`src/rtl/vga_dma_pkg.sv`:
```
// Package: shared constants for the bitmapped VGA controller.
// Assumes one-bit pixels and two pixels per clock (one per clock phase).
package vga_dma_pkg;
    localparam int PIX_PER_CLK = 2;
    localparam int COLOR_W     = 2;
    localparam int N_CHANNELS  = 3;
endpackage

```
`src/rtl/vga_span_counter.sv`:
```
// Module: wrapping raster counter with visible window and sync window decode.
// Assumes VISIBLE <= SYNC_ON < SYNC_OFF <= TOTAL and TOTAL fits in CNT_W bits.
// The count advances only when step is high and wraps after TOTAL-1.
module vga_span_counter #(
    parameter int CNT_W    = 9,
    parameter int TOTAL    = 381,
    parameter int VISIBLE  = 288,
    parameter int SYNC_ON  = 308,
    parameter int SYNC_OFF = 353
) (
    input  logic             clk,
    input  logic             rst_n,
    input  logic             step,
    output logic [CNT_W-1:0] count,
    output logic             visible,
    output logic             sync_n,
    output logic             last
);
    localparam logic [CNT_W-1:0] LAST_VAL = CNT_W'(TOTAL - 1);
    localparam logic [CNT_W-1:0] VIS_END  = CNT_W'(VISIBLE);
    localparam logic [CNT_W-1:0] SYN_ON   = CNT_W'(SYNC_ON);
    localparam logic [CNT_W-1:0] SYN_OFF  = CNT_W'(SYNC_OFF);

    // Position register: clears on reset, wraps at the end of the span.
    always_ff @(posedge clk) begin
        if (!rst_n)
            count <= '0;
        else if (step)
            count <= last ? '0 : count + 1'b1;
    end

    // Window decode from the registered position.
    always_comb begin
        last    = (count == LAST_VAL);
        visible = (count < VIS_END);
        sync_n  = !((count >= SYN_ON) && (count < SYN_OFF));
    end
endmodule

```
`src/rtl/vga_pixel_fetch.sv`:
```
// Module: DMA fetch pacing, word staging and double-rate pixel shifting.
// Assumes the acknowledge arrives within GROUP_CLKS-3 clocks of the request,
// so that a staged word is always ready at the load clock of its group.
// The picture therefore trails the raster counters by one group of clocks.
module vga_pixel_fetch #(
    parameter int WORD_W     = 16,
    parameter int GROUP_CLKS = 8,
    parameter int GRP_W      = 3
) (
    input  logic              clk,
    input  logic              rst_n,
    input  logic              window,
    input  logic [GRP_W-1:0]  phase,
    input  logic              dma_ack,
    input  logic [WORD_W-1:0] pix_word,
    output logic              dma_req,
    output logic              pix
);
    localparam logic [GRP_W-1:0] LOAD_PHASE = GRP_W'(GROUP_CLKS - 1);

    logic              strobe;
    logic              load;
    logic              pending;
    logic              show;
    logic [WORD_W-1:0] stage;
    logic [WORD_W-1:0] shreg;

    // Group timing: fetch on the first clock, load on the last.
    always_comb begin
        strobe = window && (phase == '0);
        load   = (phase == LOAD_PHASE);
    end

    // Pending request: set by the strobe, cleared by the acknowledge.
    always_ff @(posedge clk) begin
        if (!rst_n)
            pending <= 1'b0;
        else if (strobe)
            pending <= 1'b1;
        else if (dma_ack)
            pending <= 1'b0;
    end

    // Staging register: captures the word only for a pending request.
    always_ff @(posedge clk) begin
        if (!rst_n)
            stage <= '0;
        else if (dma_ack && pending)
            stage <= pix_word;
    end

    // Shift register: loads the staged word, else moves two bits per clock.
    always_ff @(posedge clk) begin
        if (!rst_n) begin
            shreg <= '0;
            show  <= 1'b0;
        end else if (load) begin
            shreg <= stage;
            show  <= window;
        end else begin
            shreg <= {shreg[WORD_W-3:0], 2'b00};
        end
    end

    // Half-clock pixel select: high phase takes the upper bit of the pair.
    always_comb begin
        dma_req = pending;
        pix     = show & (clk ? shreg[WORD_W-1] : shreg[WORD_W-2]);
    end
endmodule

```
`src/rtl/bitmap_vga_dma.sv`:
```
// Module: top of the bitmapped monochrome VGA controller.
// Assumes a 12 MHz clock, a DMA agent that answers within five clocks,
// and one bit per pixel replicated onto every colour output.
module bitmap_vga_dma #(
    parameter int WORD_W     = 16,
    parameter int H_W        = 9,
    parameter int H_TOTAL    = 381,
    parameter int H_VISIBLE  = 288,
    parameter int H_SYNC_ON  = 308,
    parameter int H_SYNC_OFF = 353,
    parameter int V_W        = 10,
    parameter int V_TOTAL    = 528,
    parameter int V_VISIBLE  = 455,
    parameter int V_SYNC_ON  = 486,
    parameter int V_SYNC_OFF = 488
) (
    input  logic              clk,
    input  logic              rst_n,
    input  logic [WORD_W-1:0] pix_word,
    input  logic              dma_ack,
    output logic              dma_req,
    output logic              dma_addr_rst,
    output logic              hsync_n,
    output logic              vsync_n,
    output logic [1:0]        red,
    output logic [1:0]        green,
    output logic [1:0]        blue
);
    import vga_dma_pkg::*;

    localparam int GROUP_CLKS = WORD_W / PIX_PER_CLK;
    localparam int GRP_W      = $clog2(GROUP_CLKS);

    logic [H_W-1:0] h_count;
    logic [V_W-1:0] v_count;
    logic           h_vis, v_vis, h_last, v_last;
    logic           pix;
    logic [COLOR_W-1:0] chan [N_CHANNELS];

    vga_span_counter #(
        .CNT_W(H_W), .TOTAL(H_TOTAL), .VISIBLE(H_VISIBLE),
        .SYNC_ON(H_SYNC_ON), .SYNC_OFF(H_SYNC_OFF)
    ) i_hcount (
        .clk(clk), .rst_n(rst_n), .step(1'b1),
        .count(h_count), .visible(h_vis), .sync_n(hsync_n), .last(h_last)
    );

    vga_span_counter #(
        .CNT_W(V_W), .TOTAL(V_TOTAL), .VISIBLE(V_VISIBLE),
        .SYNC_ON(V_SYNC_ON), .SYNC_OFF(V_SYNC_OFF)
    ) i_vcount (
        .clk(clk), .rst_n(rst_n), .step(h_last),
        .count(v_count), .visible(v_vis), .sync_n(vsync_n), .last(v_last)
    );

    vga_pixel_fetch #(
        .WORD_W(WORD_W), .GROUP_CLKS(GROUP_CLKS), .GRP_W(GRP_W)
    ) i_fetch (
        .clk(clk), .rst_n(rst_n),
        .window(h_vis && v_vis),
        .phase(h_count[GRP_W-1:0]),
        .dma_ack(dma_ack), .pix_word(pix_word),
        .dma_req(dma_req), .pix(pix)
    );

    // Colour fan-out: each channel carries the same pixel on every bit.
    for (genvar c = 0; c < N_CHANNELS; c++) begin : g_chan
        assign chan[c] = {COLOR_W{pix}};
    end

    // Output mapping and end-of-frame address rewind pulse.
    always_comb begin
        red          = chan[0];
        green        = chan[1];
        blue         = chan[2];
        dma_addr_rst = h_last && v_last;
    end
endmodule

```
`config.mk`:
```
export PLATFORM = sky130hd
export DESIGN_NAME = bitmap_vga_dma
export DESIGN_NICKNAME = d
export VERILOG_FILES = /design/src/rtl/vga_dma_pkg.sv /design/src/rtl/vga_span_counter.sv /design/src/rtl/vga_pixel_fetch.sv /design/src/rtl/bitmap_vga_dma.sv
export SDC_FILE = /design/constraint.sdc
export NUM_CORES = 1
export LEC_CHECK = 0
export BUFFER_PORTS_ARGS = -buffer_cell sky130_fd_sc_hd__buf_2
export CORE_AREA = 2 2 80 82
export CTS_CLUSTER_DIAMETER = 60
export DETAILED_ROUTE_END_ITERATION = 7
export DIE_AREA = 0 0 82 84
export GPL_TIMING_DRIVEN = 1
export SYNTH_ARGS = -nofsm -noshare
export SYNTH_HDL_FRONTEND = slang
export SYNTH_SLANG_ARGS = --single-unit
```
`constraint.sdc`:
```
create_clock -name clk -period 1.7 [get_ports clk]
set_input_delay 0.34 -clock clk [delete_from_list [all_inputs] [get_ports clk]]
set_output_delay 0.34 -clock clk [all_outputs]
set_load 0.03 [all_outputs]
```
# After elaboration in Yosys (flattened, before gate mapping)
# Index checks and enable logic that the tools add are counted.
# classes
n_addsub,2
n_mul,0
n_div,0
n_lt_le_gt_ge,6
n_eq_ne,3
shifts,0
mux,5
n_bitwise,2
n_reduce_logical,12
# ops
cell,count
10-bit by 9-bit less-than comparator with 1-bit output (second input constant),2
9-bit less-than comparator (second input constant),2
16-bit two-way mux,1
10-bit by 1-bit adder with 10-bit output (second input constant),1
10-bit equality test (second input constant),1
10-bit by 9-bit >= comparator with 1-bit output (second input constant),1
10-bit two-way mux,1
9-bit by 1-bit adder with 9-bit output (second input constant),1
9-bit equality test (second input constant),1
9-bit >= comparator (second input constant),1
1-bit logical AND,6
3-bit equality test (second input constant),1
3-bit logical NOT,1
1-bit two-way mux,3
1-bit logical NOT,2
2-bit AND reduction,1
2-bit nonzero test,1
2-bit OR reduction,1
1-bit bitwise AND,1
1-bit inverter,1
# word_totals
ff_bits,53
latch_bits,0
mem_bits_rw,0
mem_bits_ro,0
inputBits,19
out_inout_bits,10
elab_cells,37
mem_count,0

# Longest topological paths before layout
# depth
depth_word,4
depth_mapped,7
depth_no_buf,6

# By module
# From an unflattened synthesis, not the netlist that was laid out.
# unflattened
cells_unflattened,283
area_unflattened_um2,2560.0
# by_module_without_submodules
mod,instances,cells_each,area_each_um2,seq_area_each_um2
vga_pixel_fetch,1,148,1418.9,680.7
vga_span_counter (i_vcount),1,63,543.0,200.2
vga_span_counter (i_hcount),1,63,536.8,180.2
bitmap_vga_dma,1,9,61.3,0.0

==> qor.txt <==
Pins over their slew limit - 0
Max VDD drop - 0.412 mV
Worst reg-to-reg path cell count - 8
Multi-input gate area - 1250 sq um
Skew final - 0.00449 ns
Die Width - 82 um
Flop pwr share - 53.0%
Final setup margin - -0.650 ns
Clk slew on worst S/H paths - 0.09 ns
Syn_area_per_cell - 9.34 sq um
Number of diodes - 0
Synth area leaders - dfxtp_1 (45%), nand2_1 (6.8%), mux2i_1 (6.4%)
Drt first pass iters - 4
Vias in the first global route - 1,910
Average wire per standard cell - 13.1 um
Initial Util - 38.8%
Detailed-route via count - 1,855
Worst Hold Depth - 3
Status - finished, violations left
Yosys reg bits - 53
Max-cap violation count - 0
Worst reg-to-reg setup slack - -0.15 ns
Final setup fails - 11
Reg-to-reg endpoint - i_vcount.count[9]$_SDFFE_PN0N_
Drt total wl - 4.99 mm
Failing checks - negative setup slack
Port-buffer cells - 28
PwrDens - 782 nW/um^2
Max-slew headroom - 78.5%
Static Leakage - 1.24 nW
Largest net degree at the start of global routing - 21
Area Overhead vs Synth - 30.9%
RSZ-0062 raised after global routing - yes
Total die area - 6890 sq um
Crit Path Category - reg -> out
Synth unique cells - 40
Post-synthesis cell count - 253
Sw frac - 23.3%
Int Pwr - 1.85 mW
Fmax - 426 MHz
Power share of the clock group - 39.9%
Endpoint, Worst Hold - i_fetch.stage[12]$_SDFFE_PN0P_
Residual DRC count - 0
Die Ht - 84 um
Via/cell ratio - 4.86
CP Launch Type - flip-flop
Post-CTS Hold Buffers - 0
Period utilization - 138%
Critical-path cell list - or4_4, o21ai_2, a21oi_1, or3b_4, buf_6
R2r startpoint - i_hcount.count[1]$_SDFF_PP0_
Top cell type by total area after synthesis - dfxtp_1
Worst Tran Pin Value - 0.320 ns
GPL Wtd Cong - 0.885
Syn Nets - 276
CP required - 1.36 ns
Gr usage total - 16.4%
Period minus WS final - 2.35 ns
Hold WS - 0.173 ns
Flip-flop and latch area - 1080 sq um
Buf+Inv Stages, Crit Path - 1
DP HPWL - 3.26 mm
Fill cells - 570
Core ar. - 6100 sq um
Register area share after synthesis - 44.9%
Combinational share of power - 7.1%
Clk_lat worst skew - 0.40 ns
Ports - 29
Final hold vios - 0
Hold Crit Class - in -> reg
First-pass GRT wire length - 8.38 mm
Top delay family on crit path - simple AND/OR/NAND/NOR gates
Fin util - 50.7%
First DRT Iteration DRCs - 63
Antenna-violating nets left - 0
Initial antenna violation count - 0
Congestion Overflow GR - 0
Yosys top cell area share - 44.9%
Slowest cell on crit path - or4_4
Worst path max stage delay - 0.53 ns
Critical path arrival - 2.01 ns
Synthesized area - 2360 sq um
Layout cell share with drive strength beyond 1 - 35.1%
# nets final - 327
Crit end category - output port
CTS tree - done
Worst min-delay path startpoint - pix_word[12]
Syn. warnings - 0
Net switching power - 564 uW
Worst-path maximum fanout - 2
Row count - 29
-- worst max-delay path by stage --
| stage | startpoint | end | cells after the start |
|---|---|---|---|
| 2_1_floorplan | i_hcount.count[4]$_SDFF_PP0_ | hsync_n | 4 |
| 3_3_place_gp | i_hcount.count[1]$_SDFF_PP0_ | hsync_n | 5 |
| 3_5_place_dp | i_hcount.count[1]$_SDFF_PP0_ | hsync_n | 5 |
| 4_1_cts | i_hcount.count[2]$_SDFF_PP0_ | hsync_n | 5 |
| 5_1_grt | i_hcount.count[2]$_SDFF_PP0_ | hsync_n | 5 |
| 6_report | i_hcount.count[2]$_SDFF_PP0_ | hsync_n | 5 |
-- sequential cells by signal (all words and copies together), names as in the netlist --
name             cells
i_vcount.count      10
i_fetch.shreg       16
i_fetch.stage       16
i_fetch.show         1
i_fetch.dma_req      1
i_hcount.count       9
-- cell usage in the layout, fill, tap and decap left out, drive strengths merged, types with 4 or more instances in the layout --
| cell | instances |
|---|---|
| a21boi | 18 |
| dfxtp | 53 |
| and3 | 5 |
| nand4 | 5 |
| nor4 | 5 |
| clkbuf | 9 |
| mux2i | 15 |
| xnor2 | 9 |
| nor3 | 6 |
| nand3 | 6 |
| nor2b | 16 |
| nor2 | 17 |
| ha | 4 |
| nand2 | 43 |
| buf | 63 |
| xor2 | 5 |
-- cell usage after synthesis (all sizes together) --
| library cell | instances |
|---|---|
| dfxtp | 53 |
| nand2 | 43 |
| a21boi | 18 |
| nor2 | 17 |
| nor2b | 16 |
| mux2i | 15 |
| clkbuf | 11 |
| xnor2 | 9 |
| buf | 8 |
| nand3 | 6 |
| nor3 | 6 |
| and3 | 5 |
| nand4 | 5 |
| nor4 | 5 |
| xor2 | 5 |
| ha | 4 |
| a21oi | 3 |
| inv | 3 |
| nand4b | 3 |
| o21ai | 3 |
| and2 | 2 |
| nand2b | 2 |
| o31ai | 2 |
| or4 | 2 |
| a211o | 1 |
| and4 | 1 |
| bufbuf | 1 |
| clkdlybuf4s15 | 1 |
| or2 | 1 |
| or3 | 1 |
| or3b | 1 |
-- worst reg2reg max path, stage by stage, from the launching register on --
cell	delay, ns
dfxtp_2	0.34
buf_6	0.12
inv_4	0.05
ha_4	0.13
nand4b_4	0.09
buf_6	0.13
or4_4	0.49
or3_4	0.34
a21oi_2	0.11
-- area by class of cell --
| class | instances | area share, % |
|---|---|---|
| multi-input cells | 176 | 40.5 |
| clock inverters | 1 | 0.283 |
| flip-flops and latches | 53 | 35.0 |
| repair buffers | 55 | 13.4 |
| clock buffers | 17 | 7.20 |
| inverters | 3 | 0.445 |
| well taps | 77 | 3.12 |
-- metal layers --
metal	share of wire (%)	wire, um	GRT usage, %
met4	3.7	185	10.6
met1	45	2240	19.4
met2	47	2360	24.8
met5	0	0	0
met3	3.9	197	5.41
-- stage by stage --
| stage | TNS (ns) | area (sq um) | setup WS (ns) | total power, mW | std cells |
|---|---|---|---|---|---|
| after floorplan | -0.149 | 2410 | -0.108 | 1.41 | 253 |
| after detailed placement | -0.361 | 2690 | -0.224 | 1.48 | 363 |
| final | -2.51 | 3090 | -0.650 | 2.42 | 382 |
| after global routing | -3.15 | 3090 | -0.722 | 2.55 | 382 |
| after CTS | -2.68 | 3010 | -0.622 | 2.46 | 381 |
| after global placement | -0.284 | 2690 | -0.214 | 1.48 | 363 |
-- timing repair --
item / in CTS / in global routing
setup endpoints to repair: 11 / 18
gates resized for setup: 36 / 18
setup buffers: 8 / 2
pin swaps: 11 / 6
-- logic make-up (layout without fill, tap and decap cells) --
kind of cell	after synthesis	count (layout)	synth area share, %
adders and majority gates	4	4	2.12
and+or+nand+nor	116	116	25.4
buffers and inverters	24	76	7.26
muxes	15	15	6.36
xor gates and xnor gates	14	14	5.19
AOI/OAI and AO/OA	27	27	8.74
DFF	53	53	44.9
-- power groups by stage --
| stage | combinational (mW) | sequential (mW) | clock, mW |
|---|---|---|---|
| after floorplan | 0.0823 | 1.32 | 0.00900 |
| after global placement | 0.157 | 1.31 | 0.00900 |
| after detailed placement | 0.159 | 1.31 | 0.00900 |
| after CTS | 0.163 | 1.28 | 1.01 |
| after global routing | 0.195 | 1.28 | 1.07 |
| final | 0.172 | 1.28 | 0.966 |
(Power assumes the default switching activity.)
